### src/rtl/notch_cal_pkg.sv
package notch_cal_pkg;
  typedef enum logic [1:0] {
    ST_IDLE   = 2'd0,
    ST_SETTLE = 2'd1,
    ST_EVAL   = 2'd2
  } cal_state_e;

  typedef enum logic [1:0] {
    V_LOCK  = 2'd0,
    V_RETRY = 2'd1,
    V_OFF   = 2'd2,
    V_BAD   = 2'd3
  } verdict_e;
endpackage

### src/rtl/ncal_sync.sv
module ncal_sync #(
  parameter int STAGES = 2
) (
  input  logic clk_i,
  input  logic rst_ni,
  input  logic d_i,
  output logic q_o
);
  logic [STAGES-1:0] chain_q;

  always_ff @(posedge clk_i or negedge rst_ni) begin
    if (!rst_ni) chain_q <= '0;
    else         chain_q <= {chain_q[STAGES-2:0], d_i};
  end

  assign q_o = chain_q[STAGES-1];
endmodule

### src/rtl/ncal_settle_timer.sv
module ncal_settle_timer #(
  parameter int SETTLE_W = 16
) (
  input  logic                clk_i,
  input  logic                rst_ni,
  input  logic                load_i,
  input  logic [SETTLE_W-1:0] load_val_i,
  output logic                expired_o
);
  logic [SETTLE_W-1:0] cnt_q;

  always_ff @(posedge clk_i or negedge rst_ni) begin
    if (!rst_ni)             cnt_q <= '0;
    else if (load_i)         cnt_q <= load_val_i;
    else if (cnt_q != '0)    cnt_q <= cnt_q - 1'b1;
  end

  assign expired_o = (cnt_q == '0);
endmodule

### src/rtl/ncal_verdict.sv
module ncal_verdict
  import notch_cal_pkg::*;
(
  input  logic     amp_i,
  input  logic     pwr_i,
  output verdict_e verdict_o
);
  always_comb begin
    unique case ({amp_i, pwr_i})
      2'b11:   verdict_o = V_LOCK;
      2'b01:   verdict_o = V_RETRY;
      2'b00:   verdict_o = V_OFF;
      default: verdict_o = V_BAD;
    endcase
  end
endmodule

### src/rtl/notch_cal_ctrl.sv
module notch_cal_ctrl
  import notch_cal_pkg::*;
#(
  parameter int CODE_W      = 8,
  parameter int SETTLE_W    = 16,
  parameter int SYNC_STAGES = 2
) (
  input  logic                clk_i,
  input  logic                rst_ni,
  input  logic                start_i,
  input  logic [SETTLE_W-1:0] settle_cycles_i,
  input  logic                amp_det_i,
  input  logic                pwr_det_i,
  output logic [CODE_W-1:0]   code_a_o,
  output logic [CODE_W-1:0]   code_b_o,
  output logic                busy_o,
  output logic                done_o,
  output logic                fail_o,
  output logic                err_o
);
  localparam int                NUM_FLAGS = 2;
  localparam logic [CODE_W-1:0] CODE_MAX  = {CODE_W{1'b1}};

  cal_state_e        state_q;
  logic [CODE_W-1:0] code_q;
  logic              done_q, fail_q, err_q;
  logic [NUM_FLAGS-1:0] flag_raw, flag_sync;
  verdict_e          verdict;
  logic              expired, load_timer, at_max;

  assign flag_raw = {amp_det_i, pwr_det_i};

  for (genvar g = 0; g < NUM_FLAGS; g++) begin : g_sync
    ncal_sync #(.STAGES(SYNC_STAGES)) u_sync (
      .clk_i (clk_i),
      .rst_ni(rst_ni),
      .d_i   (flag_raw[g]),
      .q_o   (flag_sync[g])
    );
  end

  ncal_verdict u_verdict (
    .amp_i    (flag_sync[1]),
    .pwr_i    (flag_sync[0]),
    .verdict_o(verdict)
  );

  assign at_max     = (code_q == CODE_MAX);
  assign load_timer = ((state_q == ST_IDLE) && start_i) ||
                      ((state_q == ST_EVAL) && (verdict == V_RETRY) && !at_max);

  ncal_settle_timer #(.SETTLE_W(SETTLE_W)) u_timer (
    .clk_i     (clk_i),
    .rst_ni    (rst_ni),
    .load_i    (load_timer),
    .load_val_i(settle_cycles_i),
    .expired_o (expired)
  );

  always_ff @(posedge clk_i or negedge rst_ni) begin
    if (!rst_ni) begin
      state_q <= ST_IDLE;
      code_q  <= '0;
      done_q  <= 1'b0;
      fail_q  <= 1'b0;
      err_q   <= 1'b0;
    end else begin
      done_q <= 1'b0;
      unique case (state_q)
        ST_IDLE: begin
          if (start_i) begin
            code_q  <= '0;
            fail_q  <= 1'b0;
            err_q   <= 1'b0;
            state_q <= ST_SETTLE;
          end
        end
        ST_SETTLE: begin
          if (expired) state_q <= ST_EVAL;
        end
        ST_EVAL: begin
          unique case (verdict)
            V_LOCK: begin
              done_q  <= 1'b1;
              state_q <= ST_IDLE;
            end
            V_RETRY: begin
              if (at_max) begin
                fail_q  <= 1'b1;
                state_q <= ST_IDLE;
              end else begin
                code_q  <= code_q + 1'b1;
                state_q <= ST_SETTLE;
              end
            end
            default: begin
              err_q   <= 1'b1;
              state_q <= ST_IDLE;
            end
          endcase
        end
        default: state_q <= ST_IDLE;
      endcase
    end
  end

  assign code_a_o = code_q;
  assign code_b_o = code_q;
  assign busy_o   = (state_q != ST_IDLE);
  assign done_o   = done_q;
  assign fail_o   = fail_q;
  assign err_o    = err_q;
endmodule

### config.mk
export PLATFORM = sky130hd
export DESIGN_NAME = notch_cal_ctrl
export DESIGN_NICKNAME = d
export VERILOG_FILES = /design/src/rtl/notch_cal_pkg.sv /design/src/rtl/ncal_sync.sv /design/src/rtl/ncal_settle_timer.sv /design/src/rtl/ncal_verdict.sv /design/src/rtl/notch_cal_ctrl.sv
export SDC_FILE = /design/constraint.sdc
export NUM_CORES = 1
export LEC_CHECK = 0
export BUFFER_PORTS_ARGS = -buffer_cell sky130_fd_sc_hd__buf_2
export CAP_MARGIN = 20
export CORE_MARGIN = 10
export CORE_UTILIZATION = 30
export DETAILED_ROUTE_END_ITERATION = 16
export PLACE_DENSITY = 0.48
export SLEW_MARGIN = 5
export SYNTH_ARGS = -nofsm -noshare
export SYNTH_HDL_FRONTEND = slang
export SYNTH_HIERARCHICAL = 1
export SYNTH_SLANG_ARGS = --single-unit
### constraint.sdc
create_clock -name clk_i -period 3 [get_ports clk_i]
set_input_delay 0.15 -clock clk_i [delete_from_list [all_inputs] [get_ports clk_i]]
set_output_delay 0.15 -clock clk_i [all_outputs]
set_load 0.005 [all_outputs]
Word-level counts from Yosys, hierarchy flattened
Cells that the tools add are included.
Widths: inputs -> output; s select.
{"block": "totals", "register_bits": 33, "out_inout_bits": 20, "word_cells": 60}
{"block": "classes", "n_addsub": 2, "n_eq_ne": 12, "muxes": 20, "reduce_logical": 18}
{"operator": "$mux 16", "count": 2}
{"operator": "$mux 8", "count": 3}
{"operator": "$logic_not 16->1", "count": 1}
{"operator": "$pmux 8 s2", "count": 1}
{"operator": "$reduce_bool 16->1", "count": 1}
{"operator": "$sub 16x1->16 const B", "count": 1}
{"operator": "$pmux 2 s3", "count": 2}
{"operator": "$ne 2x2->1 const B", "count": 5}
{"operator": "$add 8x1->8 const B", "count": 1}
{"operator": "$eq 8x8->1 const B", "count": 1}
{"operator": "$mux 1", "count": 8}
{"operator": "$reduce_and 4->1", "count": 2}
{"operator": "$eq 2x1->1 const B", "count": 3}
{"operator": "$logic_not 2->1", "count": 3}
{"operator": "$reduce_bool 2->1", "count": 3}
{"operator": "$eq 2x2->1 const B", "count": 2}
{"operator": "$mux 2", "count": 2}
{"operator": "$pmux 1 s2", "count": 2}
{"operator": "$logic_and 1x1->1", "count": 3}
{"operator": "$reduce_and 3->1", "count": 1}
{"operator": "$ne 2x1->1 const B", "count": 1}
{"operator": "$reduce_and 2->1", "count": 1}
{"operator": "$reduce_or 2->1", "count": 1}
{"operator": "$logic_not 1->1", "count": 1}
{"operator": "$logic_or 1x1->1", "count": 1}

Logic depth before layout (Yosys ltp)
Gate-level depths: netlist of run 1.
{"block": "logic_depth", "depth_word": 7, "depth_mapped": 11}

By module
Netlist of run 1, hierarchy kept.
{"mod": "ncal_settle_timer", "n_inst": 1, "cells_each": 104, "area_each_um2": 1006.0, "seq_area_each_um2": 400.4}
{"mod": "notch_cal_ctrl", "n_inst": 1, "cells_each": 74, "area_each_um2": 708.2, "seq_area_each_um2": 325.3}
{"mod": "ncal_sync", "n_inst": 2, "cells_each": 2, "area_each_um2": 50.0, "seq_area_each_um2": 50.0}
{"mod": "ncal_verdict", "n_inst": 1, "cells_each": 5, "area_each_um2": 38.8, "seq_area_each_um2": 0.0}

Worst setup path after synthesis of run 1
OpenSTA, ideal clock, no wires.
{"block": "synth_path", "kind": "register to register", "from": "reg g_sync[1].u_sync.chain_q[1]", "to": "reg u_timer.cnt_q[6]", "arrival_time_ns": 2.138, "required_time_ns": 2.858, "slack_ns": 0.720, "stages_incl_launch_ff": 10, "path_buffers": 2, "synth_period_minus_slack_ns": 2.280, "path_cell_list": "dfrtp_1 ha_1 or2_1 and4bb_1 o21ai_2 and2_1 inv_1 clkbuf_1 clkbuf_1 o221ai_1"}
{"block": "synth_via", "elab_chain_len": 7, "elab_cells_between_ends": 10, "cone_classes": "3 x eq/ne; 2 x mux; 5 x reduce/logical"}
{"item": "start, declared", "line": "ncal_sync.sv:9", "text": "logic [STAGES-1:0] chain_q;"}
{"item": "start signal, assigned", "line": "ncal_sync.sv:13", "text": "else chain_q <= {chain_q[STAGES-2:0], d_i};"}
{"item": "$eq 2x1->1, or another cell as far along", "line": "ncal_verdict.sv:9", "text": "unique case ({amp_i, pwr_i})"}
{"item": "$pmux 2 s3 *", "line": "ncal_verdict.sv:9"}
{"item": "named net verdict[1]", "line": "notch_cal_ctrl.sv:28", "text": "verdict_e verdict;"}
{"item": "$eq 2x1->1 *", "line": "notch_cal_ctrl.sv:50", "text": "((state_q == ST_EVAL) && (verdict == V_RETRY) && !at_max);"}
{"item": "$logic_and 1x1->1 * (2 in a row)", "line": "notch_cal_ctrl.sv:50"}
{"item": "$logic_or 1x1->1 *", "line": "notch_cal_ctrl.sv:49", "text": "assign load_timer = ((state_q == ST_IDLE) && start_i) ||"}
{"item": "named net load_timer", "line": "notch_cal_ctrl.sv:29", "text": "logic expired, load_timer, at_max;"}
{"item": "$mux 16 or $reduce_bool 2->1 (tied branches)"}
{"item": "end signal, assigned", "line": "ncal_settle_timer.sv:14", "text": "else if (load_i) cnt_q <= load_val_i;"}
{"item": "end signal, assigned", "line": "ncal_settle_timer.sv:15", "text": "else if (cnt_q != '0) cnt_q <= cnt_q - 1'b1;"}
{"item": "end, declared", "line": "ncal_settle_timer.sv:10", "text": "logic [SETTLE_W-1:0] cnt_q;"}
Mark *: on every way through the listed nets, which the timed path passes. The rest lies on a longest branch.
A chain may end at the register's enable or synchronous reset.

Worst setup path after layout of run 1
{"block": "layout_path", "from": "reg code_q[0] (netlist: code_a_o[0])", "to": "reg u_timer.cnt_q[13]"}
{"block": "layout_via", "elab_chain_len": 5, "elab_cells_between_ends": 6, "cone_classes": "1 x eq/ne; 1 x mux; 4 x reduce/logical"}
{"item": "start, declared", "line": "notch_cal_ctrl.sv:25", "text": "logic [CODE_W-1:0] code_q;"}
{"item": "start signal, assigned", "line": "notch_cal_ctrl.sv:92", "text": "code_q <= code_q + 1'b1;"}
{"item": "$eq 8x8->1 *", "line": "notch_cal_ctrl.sv:48", "text": "assign at_max = (code_q == CODE_MAX);"}
{"item": "$logic_not 1->1 *", "line": "notch_cal_ctrl.sv:50"}
{"item": "$logic_and 1x1->1 *", "line": "notch_cal_ctrl.sv:50"}
{"item": "$logic_or 1x1->1 *", "line": "notch_cal_ctrl.sv:49"}
{"item": "named net load_timer", "line": "notch_cal_ctrl.sv:29"}
{"item": "$mux 16 or $reduce_bool 2->1 (tied branches)"}
Marked as above.

==> results of run 1 <==
==> per-layer routing <==
metal  vias to the layer above  GRT usage, %  part of all wire, %  wire (um)
met5                         -             0                    0          0
met4                         0         1.985                 0.39         17
met3                         2         5.028                  8.3        359
met2                        37         14.62                   46       1997
met1                       680         10.52                   45       1938
li1                        749             -                    -          -
==> report_power, final <==
group          leakage (nW)  switching, mW  internal [mW]  total [mW]
registers             0.375          0.128          0.543       0.671
clock network        0.0585          0.170          0.271       0.441
logic                 0.552          0.190          0.209       0.399
total                 0.986          0.488           1.02        1.51
==> worst min-delay path: cells and delay by family <==
| family | cells | cell delay (ps) |
|---|---|---|
| and+or+nand+nor | 1 | 40 |
| AOI/OAI and AO/OA | 1 | 50 |
| buffers and inverters | 1 | 80 |
==> cells in the final DEF (no fill, tap or decap), types with 2 or more instances in the layout <==
master         synthesis  routed
a221o_1                2       2
or4_1                  4       4
o211ai_1               2       2
a22o_1                 2       2
o31ai_1                5       5
and3_1                 3       3
and2_1                 2       2
nor3_1                 6       6
o211a_1                6       6
o21ai_0                8       8
nor2_1                 7       7
a21oi_1                6       6
xnor2_1                8       8
dlygate4sd3_1          0       3
o31a_1                 2       2
ha_1                   4       4
clkbuf_8               0       6
or2b_1                 2       2
nand3_1                9       9
nand4b_1               2       2
nand2b_1               9       9
inv_1                 11      11
nand2_1               13      13
nor2b_1                4       4
buf_2                  3      40
buf_4                  8       4
nand4_1                3       3
nor4_2                 2       2
dfrtp_1               33      33
==> worst paths after layout <==
kind,to,cells after the start
worst max-delay path,u_timer/cnt_q[13]$_DFFE_PN0P_,7
worst min-delay path,u_timer/cnt_q[15]$_DFFE_PN0P_,3
worst max register to register,u_timer/cnt_q[13]$_DFFE_PN0P_,7
worst min register to register,g_sync[1].u_sync/chain_q[1]$_DFF_PN0_,0
max in group asynchronous,u_timer/cnt_q[3]$_DFFE_PN0P_,2
min in group asynchronous,code_a_o[5]$_DFFE_PN0P_,2
==> repair_timing <==
item	in CTS	in global routing
hold buffers	3	0
buffers inserted	0	0
hold endpoints to repair	35	0
==> cell type report <==
class	count	area, um2	share of cell area [%]
Clock inverter	1	30.03	1.342
Timing Repair Buffer	47	260.3	11.63
Clock buffer	7	86.33	3.859
Sequential cell	33	825.8	36.91
Inverter	11	41.29	1.846
Multi-Input combinational cell	129	899.6	40.21
Tap cell	75	93.84	4.195
==> registers in the layout, indices dropped and copies added, names as in the netlist <==
name,count
err_o,1
state_q,2
fail_o,1
code_a_o,8
g_sync.u_sync/chain_q,4
done_o,1
u_timer/cnt_q,16
==> cells by family (layout without fill, tap and decap cells) <==
kind of cell / count (synthesis) / after routing
xor+xnor: 8 / 8
buf+inv: 25 / 66
mux: 1 / 1
compound gates: 40 / 40
simple gates: 76 / 76
flops: 33 / 33
fa+ha+maj: 4 / 4
==> metrics by stage <==
stage	hold WS [ps]	instance area [um2]	power, mW	util (%)
after floorplan	-145.6	1853	0.9653	-
after global placement	259.4	2091	1.078	35.11
after detailed placement	260.2	2091	1.080	35.11
after CTS	67.72	2237	1.538	37.56
after global routing	78.45	2237	1.613	37.56
final	74.61	2237	1.511	37.56
==> impl_metrics.ini, run 1 <==
[global_route]
grt_overflow = 0
grt_pass1_vias = 1516
grt_pass1_wl_um = 7355
antenna_found_initial = 0
grt_max_degree = 34
grt_usage_pct = 9.150

[placement]
portBuffers = 40
pre_cts_ws_ps = 478.7
gp_congestion = 0.7701
dpl.hpwl_um = 3128
placedCellCount = 292

[power]
leakage_nw = 0.9855
power_density_nw_per_um2 = 675.3
ir_drop_mv = 0.3204

[detailed_routing]
avgRoutedWirePerCell_um = 14.23
antenna_left = 0
vias = 1468
first_pass_iters = 4
via_per_inst = 4.845
route.detailed.drc = 0
wl_um = 4312
first_iter_violations = 49

[synth]
synth_fa_ha_area_share_pct = 2.701
syn_inst = 187
ys_top_cells_by_area = dfrtp_1 (45%), xnor2_1 (3.8%), o211a_1 (3.2%)
muxShareOfSynthArea_pct = 0.5402
ys_async_sr_fraction_pct = 100.0
avgSynthCellArea_um2 = 9.909
synth.top_cell.area_share_pct = 44.56
synth_area_um2 = 1853
synth_cell_type_count = 46
ys_seq_area_share_pct = 44.56
synthXorXnorAreaFrac_pct = 3.781
syn_nets = 212
yosysWarnings = 6
synth_top_cell_by_area = dfrtp_1
synth_seq_cells = 33
synth-compound-area-share_pct = 16.00
synth_edf_count = 0
synthTopCellsByCount = dfrtp_1 (33), nand2_1 (13), inv_1 (11)
synth.most_common_cell = dfrtp_1
synthFlopType = dfrtp_1
synth_top_family_by_area = simple AND/OR/NAND/NOR gates
synth-simple-area-share_pct = 25.52

[sta]
setup_tns_ps = 0
setup_violations = 0
worst-slew-pin-transition_ps = 769.0
fin_crit_ps = 2501
clock_skew_ps = 7.263
period_share_pct = 83.38
rsz0062_at_grt = false
relSlewSlack_pct = 48.74
drv_slew = 0
timing.fmax_ghz = 0.3998
hold_violations = 0
fin_ws_ps = 498.7

[clock_network]
cts_buffers = 5
clkLatencyLatePin_ps = 290
cts_tree = done
clk_pin_slew_ps = 70
cts.sinks = 33
htreeDepth = 2
cts_resized = 0
clockBufferDepth = 2
cts-root-buf = clkbuf_8

[floorplanning]
num_io_pins = 41
dieWidth_um = 98.59
die_h_um = 98.59
die_area_um2 = 9720
rows = 28
core_um2 = 5956
start_util_pct = 31.11

[critical_path]
path_class = flop to flop
cpLargestDelayFamily = simple AND/OR/NAND/NOR gates
crit_fanout = 16
reg2reg_from = code_a_o[0]$_DFFE_PN0P_
path_buf_inv = 1
critPathMaxStageDelay_ps = 560
path_cells = ha_1 > nand3_1 > o21ai_2 > and2_1 > inv_1 > or3_1 > o211a_1
cp_data_required_time_ps = 3180
worstPathArrival_ps = 2680
crit_slowest_cell = or3_1
start_kind = flop
cp-end-kind = flop
rrSetupSlack_ps = 500
crit_start = code_a_o[0]$_DFFE_PN0P_

[cells_and_area]
fillers = 642
final_net_count = 252
drive_above_1_share_pct = 25.44
fin_cells = 303
n_antenna_cell = 0
synthToLayoutAreaGrowth_pct = 20.73

[min_path]
hp-class = input port to flop
holdCritStartpoint = settle_cycles_i[15]

[flow_run]
cap_violations = 0

[run_status]
status = finished clean
(Power assumes the default switching activity.)
==> inputs of run 2 (changes only) <==
PLACE_DENSITY = 0.5   (was 0.48)
clock period = 2.23 ns   (was 3 ns; I/O delays follow)
==> run 2 against run 1 <==
Net effect: die area is the same; largest cell class unchanged; critical endpoint is now code_a_o[7]$_DFFE_PN0P_; cell count grew 4.3%; total power grew 32%; clock power grew 13%; first-iteration DRC count grew 22%; largest power group unchanged.
==> impl_metrics.ini, run 2 (synthesized netlist as in run 1, its figures left out) <==
[cells_and_area]
fin_cells = 316
n_antenna_cell = 0
largest_register_ffs = 16
final_core_util_pct = 39.20
final_net_count = 265
drive_above_1_share_pct = 30.71
synthToLayoutAreaGrowth_pct = 26.00
regMostFlops = u_timer/cnt_q
stdcell_area_um2 = 2335
mostFrequentLayoutCell = buf_2
layout_common_cells = buf_2 (40), dfrtp_1 (33), buf_4 (16)

[critical_path]
worstPathArrival_ps = 2290
crit_fanout = 14
cp_data_required_time_ps = 2440
critPathMaxStageDelay_ps = 500
ff2ff_path_depth = 7
setup.worst_path.end = code_a_o[7]$_DFFE_PN0P_
crit_slowest_cell = or4_1
crit_start = g_sync[1].u_sync/chain_q[1]$_DFF_PN0_
r2r-end = code_a_o[7]$_DFFE_PN0P_
rrSetupSlack_ps = 150
start_kind = flop
path_cells = ha_1 > or2_1 > and4bb_1 > o21ai_2 > buf_4 > or4_1 > a21oi_1
reg2reg_from = g_sync[1].u_sync/chain_q[1]$_DFF_PN0_
cp-end-kind = flop
path_class = flop to flop

[floorplanning]
num_io_pins = 41
dieWidth_um = 98.59
start_util_pct = 31.11
die_area_um2 = 9720
rows = 28
core_um2 = 5956
die_h_um = 98.59

[sta]
hold_violations = 0
worst-slew-pin-transition_ps = 752.9
worst_hold_slack_ps = 39.25
timing.fmax_ghz = 0.4810
setup_violations = 0
rsz0062_at_grt = false
relSlewSlack_pct = 49.81
period_share_pct = 93.22
fin_crit_ps = 2079
clock_skew_ps = 2.935
drv_slew = 0
setup_tns_ps = 0
fin_ws_ps = 151.2

[global_route]
antenna_found_initial = 0
grt_pass1_vias = 1576
grt_pass1_wl_um = 7486
grt_usage_pct = 9.213
grt_max_degree = 34
grt_overflow = 0

[flow_run]
cap_violations = 0

[clock_network]
cts.sinks = 33
clk_pin_slew_ps = 70
cts_buffers = 5
clockBufferDepth = 2
htreeDepth = 2
cts_tree = done
clkLatencyLatePin_ps = 280
cts-root-buf = clkbuf_8

[detailed_routing]
vias = 1533
via_per_inst = 4.851
route.detailed.drc = 0
wl_um = 4400
first_pass_iters = 4
first_iter_violations = 60
avgRoutedWirePerCell_um = 13.92
antenna_left = 0

[min_path]
hp-class = input port to flop

[power]
total_power_mw = 1.993
ir_drop_mv = 0.3402
power_density_nw_per_um2 = 853.7
leakage_nw = 1.046

[run_status]
status = finished clean

[placement]
placed_area_um2 = 2201
placedCellCount = 305
portBuffers = 40
pre_cts_ws_ps = 74.28
gp_congestion = 0.7489
dpl.hpwl_um = 3335
## run 2: worst min-delay path by stage
| stage | slack [ps] | from | endpoint | depth (start not counted) |
|---|---|---|---|---|
| 5_1_grt | 40 | settle_cycles_i[4] | u_timer/cnt_q[4]$_DFFE_PN0P_ | 3 |
| 4_1_cts | 30 | settle_cycles_i[2] | u_timer/cnt_q[2]$_DFFE_PN0P_ | 3 |
| 3_3_place_gp | 220 | pwr_det_i | g_sync[0].u_sync/chain_q[0]$_DFF_PN0_ | 1 |
| 3_5_place_dp | 220 | pwr_det_i | g_sync[0].u_sync/chain_q[0]$_DFF_PN0_ | 1 |
| 6_report | 40 | settle_cycles_i[2] | u_timer/cnt_q[2]$_DFFE_PN0P_ | 3 |
| 2_1_floorplan | -180 | rst_ni | code_a_o[0]$_DFFE_PN0P_ | 0 |
## run 2: routing by layer
metal | wire length [um] | GRT usage [%] | share of wire (%)
met1 | 1930 | 10.86 | 44
met2 | 2077 | 14.32 | 47
met3 | 377 | 4.958 | 8.6
met4 | 15 | 2.315 | 0.34
met5 | 0 | 0 | 0
## run 2: layout make-up
class,instances,area (um2)
well taps,75,93.84
clock inverters,1,5.005
flip-flops and latches,33,825.8
multi-input cells,129,902.1
clock buffers,7,96.34
repair buffers,60,370.4
inverters,11,41.29
fillers,595,3621
## run 2: power by group
part	leakage (nW)	switching, mW	internal (mW)
logic	0.618	0.280	0.328
registers	0.375	0.158	0.730
clock network	0.0542	0.218	0.279
## run 2: worst max-delay path, delay by kind of cell, from the launching register on
kind / cells / cell delay, ps
compound gates: 2 / 220
simple gates: 3 / 1050
flops: 1 / 380
buf+inv: 1 / 170
fa+ha+maj: 1 / 180
## run 2: what timing repair did
| item | in CTS | in global routing |
|---|---|---|
| hold endpoints to repair | 35 | 0 |
| gates resized for setup | 0 | 2 |
| setup endpoints to repair | 0 | 13 |
| setup buffers | 0 | 0 |
| hold buffers | 3 | 0 |
